`src/rtl/wdr_pkg.sv`:
```
package wdr_pkg;
   localparam int unsigned CTL_EN_OFS    = 1;  // offset from MSB
   localparam int unsigned CTL_ROUTE_OFS = 2;  // offset from MSB

   typedef enum logic [1:0] {
      ACC_IDLE  = 2'd0,
      ACC_WRITE = 2'd1,
      ACC_READ  = 2'd2
   } acc_kind_e;

   function automatic acc_kind_e decode_access(input logic wr, input logic rd);
      if (wr)      return ACC_WRITE;
      else if (rd) return ACC_READ;
      else         return ACC_IDLE;
   endfunction
endpackage

```
`src/rtl/wdr_tick_sel.sv`:
```
module wdr_tick_sel #(
   parameter int N_TICK = 4,
   parameter int SEL_W  = 2
) (
   input  logic [N_TICK-1:0] tick_in,
   input  logic [SEL_W-1:0]  sel,
   output logic              tick_hit
);
   generate
      if (N_TICK == 1) begin : g_single
         logic unused_sel;
         assign unused_sel = ^sel;
         assign tick_hit   = tick_in[0];
      end else begin : g_mux
         logic [N_TICK-1:0] dec;
         for (genvar i = 0; i < N_TICK; i++) begin : g_dec
            assign dec[i] = (sel == SEL_W'(i)) && tick_in[i];
         end
         assign tick_hit = |dec;
      end
   endgenerate
endmodule

```
`src/rtl/wdr_count.sv`:
```
module wdr_count #(
   parameter int W = 8
) (
   input  logic         clk,
   input  logic         rst_n,
   input  logic         load,
   input  logic [W-1:0] load_val,
   input  logic         clear,
   input  logic         step,
   output logic [W-1:0] cnt,
   output logic         expire
);
   localparam logic [W-1:0] ONE = W'(1);

   logic [W-1:0] cnt_q;
   logic         live;

   assign live   = (cnt_q != '0);
   assign expire = step && !load && !clear && (cnt_q == ONE);
   assign cnt    = cnt_q;

   always_ff @(posedge clk or negedge rst_n) begin
      if (!rst_n)           cnt_q <= '0;
      else if (load)        cnt_q <= load_val;
      else if (clear)       cnt_q <= '0;
      else if (step && live) cnt_q <= cnt_q - ONE;
   end
endmodule

```
`src/rtl/wdr_rst_pulse.sv`:
```
module wdr_rst_pulse #(
   parameter int LEN = 4
) (
   input  logic clk,
   input  logic rst_n,
   input  logic start,
   output logic pulse_n
);
   localparam int CW = $clog2(LEN + 1);
   localparam logic [CW-1:0] LEN_C = CW'(LEN);

   logic [CW-1:0] left_q;

   always_ff @(posedge clk or negedge rst_n) begin
      if (!rst_n)              left_q <= '0;
      else if (start)          left_q <= LEN_C;
      else if (left_q != '0)   left_q <= left_q - CW'(1);
   end

   assign pulse_n = (left_q == '0);
endmodule

```
`src/rtl/wdr_top.sv`:
```
module wdr_top #(
   parameter int DATA_W    = 8,
   parameter int ADDR_W    = 8,
   parameter int N_TICK    = 4,
   parameter int PULSE_LEN = 4,
   parameter logic [ADDR_W-1:0] ADR_CLR = 'h01,
   parameter logic [ADDR_W-1:0] ADR_CTL = 'h10,
   parameter logic [ADDR_W-1:0] ADR_VAL = 'h11
) (
   input  logic              clk,
   input  logic              rst_n,
   input  logic              wr_en,
   input  logic              rd_en,
   input  logic [ADDR_W-1:0] addr,
   input  logic [DATA_W-1:0] wdata,
   output logic [DATA_W-1:0] rdata,
   input  logic [N_TICK-1:0] tick_in,
   output logic              reset_out_n
);
   import wdr_pkg::*;

   localparam int SEL_W    = (N_TICK > 1) ? $clog2(N_TICK) : 1;
   localparam int EN_BIT   = DATA_W - CTL_EN_OFS;
   localparam int ROUTE_BIT = DATA_W - CTL_ROUTE_OFS;

   generate
      if (DATA_W < SEL_W + 2) begin : g_bad_width
         $error("DATA_W too small for control fields");
      end
      if (PULSE_LEN < 1) begin : g_bad_pulse
         $error("PULSE_LEN must be at least 1");
      end
      if ((ADR_CLR == ADR_CTL) || (ADR_CLR == ADR_VAL) || (ADR_CTL == ADR_VAL)) begin : g_bad_map
         $error("register addresses must differ");
      end
   endgenerate

   acc_kind_e   acc;
   logic        wr_val, wr_ctl, wr_clr, rd_any, rd_clr;
   logic        ctl_en, ctl_route;
   logic [SEL_W-1:0]  ctl_sel;
   logic [DATA_W-1:0] stat_q;
   logic [DATA_W-1:0] cnt;
   logic [DATA_W-1:0] ctl_view;
   logic [DATA_W-1:0] rd_mux;
   logic        tick_hit;
   logic        expire;

   assign acc    = decode_access(wr_en, rd_en);
   assign wr_val = (acc == ACC_WRITE) && (addr == ADR_VAL);
   assign wr_ctl = (acc == ACC_WRITE) && (addr == ADR_CTL);
   assign wr_clr = (acc == ACC_WRITE) && (addr == ADR_CLR);
   assign rd_any = (acc == ACC_READ);
   assign rd_clr = rd_any && (addr == ADR_CLR);

   always_ff @(posedge clk or negedge rst_n) begin
      if (!rst_n) begin
         ctl_en    <= 1'b0;
         ctl_route <= 1'b0;
         ctl_sel   <= '0;
      end else if (wr_ctl) begin
         ctl_en    <= wdata[EN_BIT];
         ctl_route <= wdata[ROUTE_BIT];
         ctl_sel   <= wdata[SEL_W-1:0];
      end
   end

   always_ff @(posedge clk or negedge rst_n) begin
      if (!rst_n)      stat_q <= '0;
      else if (wr_clr) stat_q <= wdata;
   end

   always_comb begin
      ctl_view            = '0;
      ctl_view[EN_BIT]    = ctl_en;
      ctl_view[ROUTE_BIT] = ctl_route;
      ctl_view[SEL_W-1:0] = ctl_sel;
   end

   always_comb begin
      if (addr == ADR_VAL)      rd_mux = cnt;
      else if (addr == ADR_CTL) rd_mux = ctl_view;
      else if (addr == ADR_CLR) rd_mux = stat_q;
      else                      rd_mux = '0;
   end

   always_ff @(posedge clk or negedge rst_n) begin
      if (!rst_n)      rdata <= '0;
      else if (rd_any) rdata <= rd_mux;
   end

   wdr_tick_sel #(.N_TICK(N_TICK), .SEL_W(SEL_W)) u_tick (
      .tick_in  (tick_in),
      .sel      (ctl_sel),
      .tick_hit (tick_hit)
   );

   wdr_count #(.W(DATA_W)) u_count (
      .clk      (clk),
      .rst_n    (rst_n),
      .load     (wr_val),
      .load_val (wdata),
      .clear    (rd_clr),
      .step     (ctl_en && tick_hit),
      .cnt      (cnt),
      .expire   (expire)
   );

   wdr_rst_pulse #(.LEN(PULSE_LEN)) u_pulse (
      .clk     (clk),
      .rst_n   (rst_n),
      .start   (expire && ctl_route),
      .pulse_n (reset_out_n)
   );
endmodule

```
`config.mk`:
```
export PLATFORM = sky130hd
export DESIGN_NAME = wdr_top
export DESIGN_NICKNAME = d
export VERILOG_FILES = /design/src/rtl/wdr_pkg.sv /design/src/rtl/wdr_tick_sel.sv /design/src/rtl/wdr_count.sv /design/src/rtl/wdr_rst_pulse.sv /design/src/rtl/wdr_top.sv
export SDC_FILE = /design/constraint.sdc
export NUM_CORES = 1
export LEC_CHECK = 0
export ABC_CLOCK_PERIOD_IN_PS = 1980
export CORE_ASPECT_RATIO = 0.75
export CORE_MARGIN = 2
export CORE_UTILIZATION = 30
export DETAILED_ROUTE_END_ITERATION = 10
export GPL_ROUTABILITY_DRIVEN = 0
export PLACE_DENSITY = 0.61
export SLEW_MARGIN = 20
export SYNTH_ARGS = -nofsm -noshare
export SYNTH_HDL_FRONTEND = slang
export SYNTH_SLANG_ARGS = --single-unit
```
`constraint.sdc`:
```
create_clock -name clk -period 1.98 [get_ports clk]
set_clock_uncertainty 0.1 [all_clocks]
set_input_delay 0.396 -clock clk [delete_from_list [all_inputs] [get_ports clk]]
set_output_delay 0.396 -clock clk [all_outputs]
set_load 0.005 [all_outputs]
```
==> results by group, run 1 <==
Synthesis
  • Async SR Flop Fraction: 100%
  • Number of synthesized flops with an enable pin: 0
  • Mapped Area: roughly 0.0018 mm2
  • Ys flop type: dfrtp_1
  • Yosys cell types: 44
  • Syn_nets: 217
  • Register area share after synthesis: 42.0%
  • Syn Inst Count: 189
  • Mean Syn Cell Area: approximately 9.8 um2
  • FF+latch count, synth: 31
  • Yosys warns: 0

Flow run
  • Max_cap viols: 0

Timing
  • Endpoints failing setup: 0
  • Max Clk Rate: 515 MHz
  • Final min period: 1.94 ns
  • Worst-Margin Slew: ~0.45 ns
  • Max-slew violations: 0
  • RSZ-0062 raised after global routing: true
  • Slew HR: between 60% and 70%
  • Final period util: 98.0%
  • Final-report hold violation count: 0

Placement
  • IO buf count: 32
  • Post-Place Cells: 323
  • HPWL after detailed placement: ~3600 um

Detailed routing
  • Via/cell ratio: 5.04
  • Final ANT Viol Nets: 0
  • Total number of vias: ~1700
  • Routed WL: 4730 um
  • DR pass1 iterations: 4
  • Routed WL per cell: 14.2 um
  • Drc violations: 0
  • Drt first-iter violations: 64

Global routing
  • Met2 GRT Util: 24.1%
  • Largest net degree at the start of global routing: 32
  • Overflow left after global routing: 0
  • Global route hottest layer: met2
  • Antenna violations before repair: 0
  • Grt met1 use: 21.3%
  • Global-route wire length before repair: 8160 um
  • Met3 usage: 5.19%
  • GRT Total Usage: 15.6%
  • Vias in the first global route: ~1700

Power
  • Worst vdd ir: 0.237 mV
  • Leakage power: 0.00119 uW
  • Pwr Density: 740 mW/mm2
  • Total Power: 1940 uW

Hold path
  • Hold WC Path Type: flop to flop

Cells and area
  • Post-Layout Cell Count: 332
  • N_diodes: 0
  • Final nets: roughly 280
  • P&R area growth vs syn: 42.1%
  • Layout cell share with drive strength beyond 1: 26.8%

Die
  • Initial Util: 31.4%
  • Row cnt: 24
  • Boundary pin count: 33
  • Die area: 0.00681 mm2
  • Die height: 72.0 um
  • Die Span X: 94.6 um
  • CORE AREA: between 0.005 and 0.006 mm2

Worst setup path
  • Slowest CP cell: or4_4
  • CP Class: input pin to flop
  • CP Capture Type: flop
  • Required time worst endpoint: between 2 and 2.5 ns
  • WP data arrival: 2.02 ns
  • Setup crit start kind: input pin
  • CP max FO: 8
  • CP cell instances: dlygate4sd2_1 > or4_4 > nor2_8 > nand4_4 > mux2_4
  • Critical Path Max Stage Delay: about 0.64 ns

CTS
  • Clock latency at the later pin of the worst-skew pair: 0.29 ns
  • CTS Buf Count: 5
  • H-tree levels: 2
  • TritonCTS clock tree: yes
  • Clock transition at the registers of the reported paths: 0.07 ns
  • Max clock buf depth: 2
  • CTS Hold Bufs: 0
  • Clock Sink Count: 31
  • Root Buffer: clkbuf_8

Status
  • Status: finished clean
-- routing by layer --
| layer | wire, um | vias up | share of wire [%] |
|---|---|---|---|
| met5 | 0 | - | 0 |
| met4 | 32 | 0 | 0.68 |
| met3 | 280 | 4 | 5.9 |
| met2 | 2060 | 40 | 44 |
| met1 | 2350 | 819 | 50 |
| li1 | - | 809 | - |
-- timing repair --
| action | CTS | global route |
|---|---|---|
| buffers inserted | 2 | 0 |
| endpoints found under the setup margin | 21 | 13 |
| gates resized for setup | 15 | 3 |
| pin swaps | 2 | 4 |
-- state kept, by name (all words and copies together), names as in the netlist --
| register | cells |
|---|---|
| rdata | 8 |
| stat_q | 8 |
| u_count.cnt | 8 |
| u_pulse.left_q | 3 |
| ctl_sel | 2 |
| ctl_en | 1 |
| ctl_route | 1 |
-- kinds of logic after synthesis --
logic type	count (synthesis)	synth area share, %
flip-flops	31	42.0
AO/OA/AOI/OAI	40	14.8
multiplexers	22	14.4
AND/OR/NAND/NOR	73	21.5
buffers and inverters	18	4.13
XOR/XNOR	1	0.474
adder cells (fa/ha/maj)	4	2.71
-- through the flow --
stage	TNS [ns]	setup WS [ns]	instance area (um2)	hold slack (ns)	utilization [%]
2_1_floorplan	0	0.0186	1850	0.000409	-
3_3_place_gp	-11.03	-0.553	2460	0.363	41.8
3_5_place_dp	-11.45	-0.570	2460	0.370	41.8
4_1_cts	0	0.0297	2620	0.386	44.6
5_1_grt	-0.0442	-0.0215	2630	0.416	44.6
6_report	0	0.0396	2630	0.380	44.6
-- critical path: cells and delay by family --
| family | cells | cell delay (ns) |
|---|---|---|
| buffers and inverters | 1 | 0.24 |
| muxes | 1 | 0.36 |
| and+or+nand+nor | 3 | 1.02 |
-- where the power goes --
part	internal (uW)	switching [uW]
clock network	316	252
logic	313	311
registers	709	40.9
total	1340	604
-- worst paths after layout --
kind | startpoint | end | slack [ns] | depth (start not counted)
hold / removal | rdata[7]$_DFFE_PN0N_ | rdata[7]$_DFFE_PN0N_ | 0.38 | 2
max in group asynchronous | rst_n | u_count.cnt[7]$_DFFE_PN0P_ | 1.08 | 2
min in group asynchronous | rst_n | rdata[0]$_DFFE_PN0N_ | 0.40 | 2
setup / recovery | addr[1] | stat_q[0]$_DFFE_PN0P_ | 0.04 | 5
hold reg to reg | rdata[7]$_DFFE_PN0N_ | rdata[7]$_DFFE_PN0N_ | 0.38 | 2
setup reg to reg | u_count.cnt[1]$_DFFE_PN0P_ | u_count.cnt[4]$_DFFE_PN0P_ | 0.12 | 6
-- area by class of cell --
| type | instances | area, um2 |
|---|---|---|
| inverter | 11 | 41.3 |
| fill | 585 | 3260 |
| clock inverter | 1 | 7.51 |
| sequential | 31 | 776 |
| clock buffer | 7 | 96.3 |
| tap | 78 | 97.6 |
| multi-input combinational | 140 | 1050 |
| timing repair buffer | 64 | 554 |
-- layout by cell type (no fill, tap or decap), types with 2 or more instances in the layout --
cell	instances
buf_4	32
dfrtp_1	31
clkdlybuf4s50_1	27
nand2_1	24
nor2_1	12
inv_1	10
mux2i_1	10
a21oi_1	9
mux2_4	8
clkbuf_8	7
nor3_1	6
o21ai_0	6
a211oi_1	5
dlygate4sd2_1	5
nor4_1	4
nor4_2	4
nand3_1	4
o21ai_1	4
mux2_1	4
ha_1	4
or2_2	3
nand2b_1	2
nor3b_1	2
a21o_1	2
nor2b_1	2
a31o_2	2
a22oi_1	2
-- synth_stat cells, types with 3 or more instances --
master    count  area [um2]
or2_2         3        18.8
o21ai_1       4        20.0
nor3_1        7        35.0
nand3_1       4        20.0
nor2_1       12        45.0
clkbuf_1      4        15.0
mux2_4        8         120
mux2i_1      10         100
dfrtp_1      31         776
inv_1        11        41.3
mux2_1        4        45.0
ha_1          4        50.1
nor2b_1       3        18.8
a211oi_1      6        45.0
nor4_1        8        50.1
a21oi_1       9        45.0
o21ai_0       6        30.0
nand2_1      24        90.1
Note: power is estimated with default switching activity, not from simulation.
==> inputs of run 2 (changes only) <==
CAP_MARGIN = 20   (was unset)
==> results of run 2 <==
Final layout, timing and power as in run 1 (identical DEF).
==> inputs of run 3 (changes only) <==
CORE_ASPECT_RATIO = 0.8   (was 0.75)
==> run 3 against run 2 <==
  * Worst setup slack better by 0.020 ns
  * Utilization down 0.31 points
  * Count of clock-buffer cells in the layout down 1
  * Sequential power up 0.9%
  * Total power up 5.3%
  * Final area up 0.29%
  * Flip-flop and latch count unchanged
  * Global-route usage up 0.11 points
  * Clock power up 16%
  * First-iteration DRC count down 19%
  * Critical path depth unchanged
  * Combinational power up 1%
  * Critical endpoint is now stat_q[6]$_DFFE_PN0P_
==> results by group, run 3 (synthesis results as in run 1) <==
Status
  • Status: finished clean

Die
  • Initial Util: 31.1%
  • Die Span X: 91.7 um
  • Die area: 0.00680 mm2
  • Die height: 74.2 um
  • CORE AREA: 0.00594 mm2
  • Boundary pin count: 33
  • Row cnt: 25

Power
  • Pwr Density: 777 mW/mm2
  • Worst vdd ir: 0.271 mV
  • Total Power: just over 2000 uW
  • Leakage power: 0.00119 uW

Timing
  • RSZ-0062 raised after global routing: false
  • Endpoints failing setup: 0
  • Hold WS: 0.387 ns
  • Worst-Margin Slew: 0.417 ns
  • Max Clk Rate: roughly 520 MHz
  • Slew HR: ~72%
  • Max-slew violations: 0
  • Setup TNS: 0 ns
  • Final-report hold violation count: 0
  • Final min period: 1.92 ns
  • Final period util: between 90% and 100%

Detailed routing
  • Drc violations: 0
  • Via/cell ratio: 4.90
  • Final ANT Viol Nets: 0
  • Routed WL: 4690 um
  • DR pass1 iterations: 4
  • Drt first-iter violations: 52
  • Total number of vias: 1636
  • Routed WL per cell: between 10 and 15 um

CTS
  • Root Buffer: clkbuf_8
  • Clock latency at the later pin of the worst-skew pair: around 0.29 ns
  • Clock Sink Count: 31
  • TritonCTS clock tree: yes
  • H-tree levels: 2
  • CTS Buf Count: 5
  • Setup bufs post-CTS: 0
  • Clock transition at the registers of the reported paths: ~0.060 ns
  • Max clock buf depth: 2

Global routing
  • Global-route wire length before repair: 8260 um
  • Antenna violations before repair: 0
  • Overflow left after global routing: 0
  • Global route hottest layer: met2
  • GRT Total Usage: 15.7%
  • Met2 GRT Util: 24.3%
  • Vias in the first global route: 1736
  • Largest net degree at the start of global routing: 32
  • Grt met1 use: 21.6%
  • Met3 usage: between 4 and 5%

Placement
  • HPWL after detailed placement: ~3600 um
  • IO buf count: 32

Worst setup path
  • CP Capture Type: flop
  • WP data arrival: 2.00 ns
  • Worst R2R End: u_count.cnt[1]$_DFFE_PN0P_
  • CP cell instances: dlygate4sd2_1 > or4_4 > nor2_8 > nand4_4 > mux2_4
  • CP max FO: 8
  • CP Class: input pin to flop
  • CP Launch Point: addr[1]
  • Kind of cell adding the most delay to the critical path: simple AND/OR/NAND/NOR gates
  • Setup crit start kind: input pin
  • Buf+Inv Stages, Crit Path: 1
  • Required time worst endpoint: 2.06 ns
  • Flop2flop setup slack: 0.19 ns
  • Slowest CP cell: or4_4
  • Reg-to-Reg Start: u_count.cnt[1]$_DFFE_PN0P_
  • Critical Path Max Stage Delay: approximately 0.63 ns
  • R2R cell count: 7

Cells and area
  • N_diodes: 0
  • Most frequent cells in the layout: dfrtp_1 (31), buf_4 (31), clkdlybuf4s50_1 (27), nand2_1 (24), nor2_1 (12)
  • Final nets: 280
  • Layout cell share with drive strength beyond 1: 26.9%
  • P&R area growth vs syn: 42.5%

Hold path
  • Hold path depth: 2
  • Hold worst-path end: rdata[0]$_DFFE_PN0N_
  • Worst hold start: rdata[0]$_DFFE_PN0N_
  • Hold WC Path Type: flop to flop

Flow run
  • Max_cap viols: 0
run 3: worst min-delay path, delay by kind of cell, from the launching register on:
family | cells | cell delay [ns]
simple gates | 1 | 0.04
compound gates | 1 | 0.06
flops | 1 | 0.34
run 3: metal layers:
metal	wire length (um)	vias up
li1	-	805
met1	2380	778
met2	2030	46
met3	229	7
met4	48	0
met5	0	-
run 3: worst max path at each step:
stage                                 endpoint  slack [ns]  depth (start not counted)
global route             stat_q[6]$_DFFE_PN0P_       0.003                          5
floorplan                stat_q[0]$_DFFE_PN0P_        0.02                          5
CTS                      stat_q[6]$_DFFE_PN0P_        0.03                          6
global placement    u_count.cnt[7]$_DFFE_PN0P_       -0.51                          7
finish                   stat_q[6]$_DFFE_PN0P_        0.06                          5
detailed placement  u_count.cnt[4]$_DFFE_PN0P_       -0.51                          7
run 3: final cells by class:
cell class	instances	area, um2
Clock inverter	2	35.0
Clock buffer	6	82.6
Inverter	11	41.3
Timing Repair Buffer	63	547
Sequential cell	31	776
Multi-Input combinational cell	140	1050
Fill cell	604	3310
Tap cell	81	101
run 3: power by group:
group          internal, uW  total, uW  switching, uW
sequential              710        757           47.2
combinational           322        631            308
clock                   407        659            252
run 3: repair_timing:
action                     4_1_cts  5_1_grt
hold buffers                     0        0
resized for setup               13        5
setup endpoints to repair       22       16
pin swaps                        2        1
run 3: metrics by stage:
stage | cell area [um2] | util, % | setup slack, ns | cells
floorplan | 1850 | - | 0.0186 | 189
global placement | 2470 | 41.6 | -0.515 | 327
detailed placement | 2470 | 41.6 | -0.509 | 327
CTS | 2620 | 44.0 | 0.0264 | 335
global route | 2630 | 44.3 | 0.00278 | 334
finish | 2630 | 44.3 | 0.0595 | 334
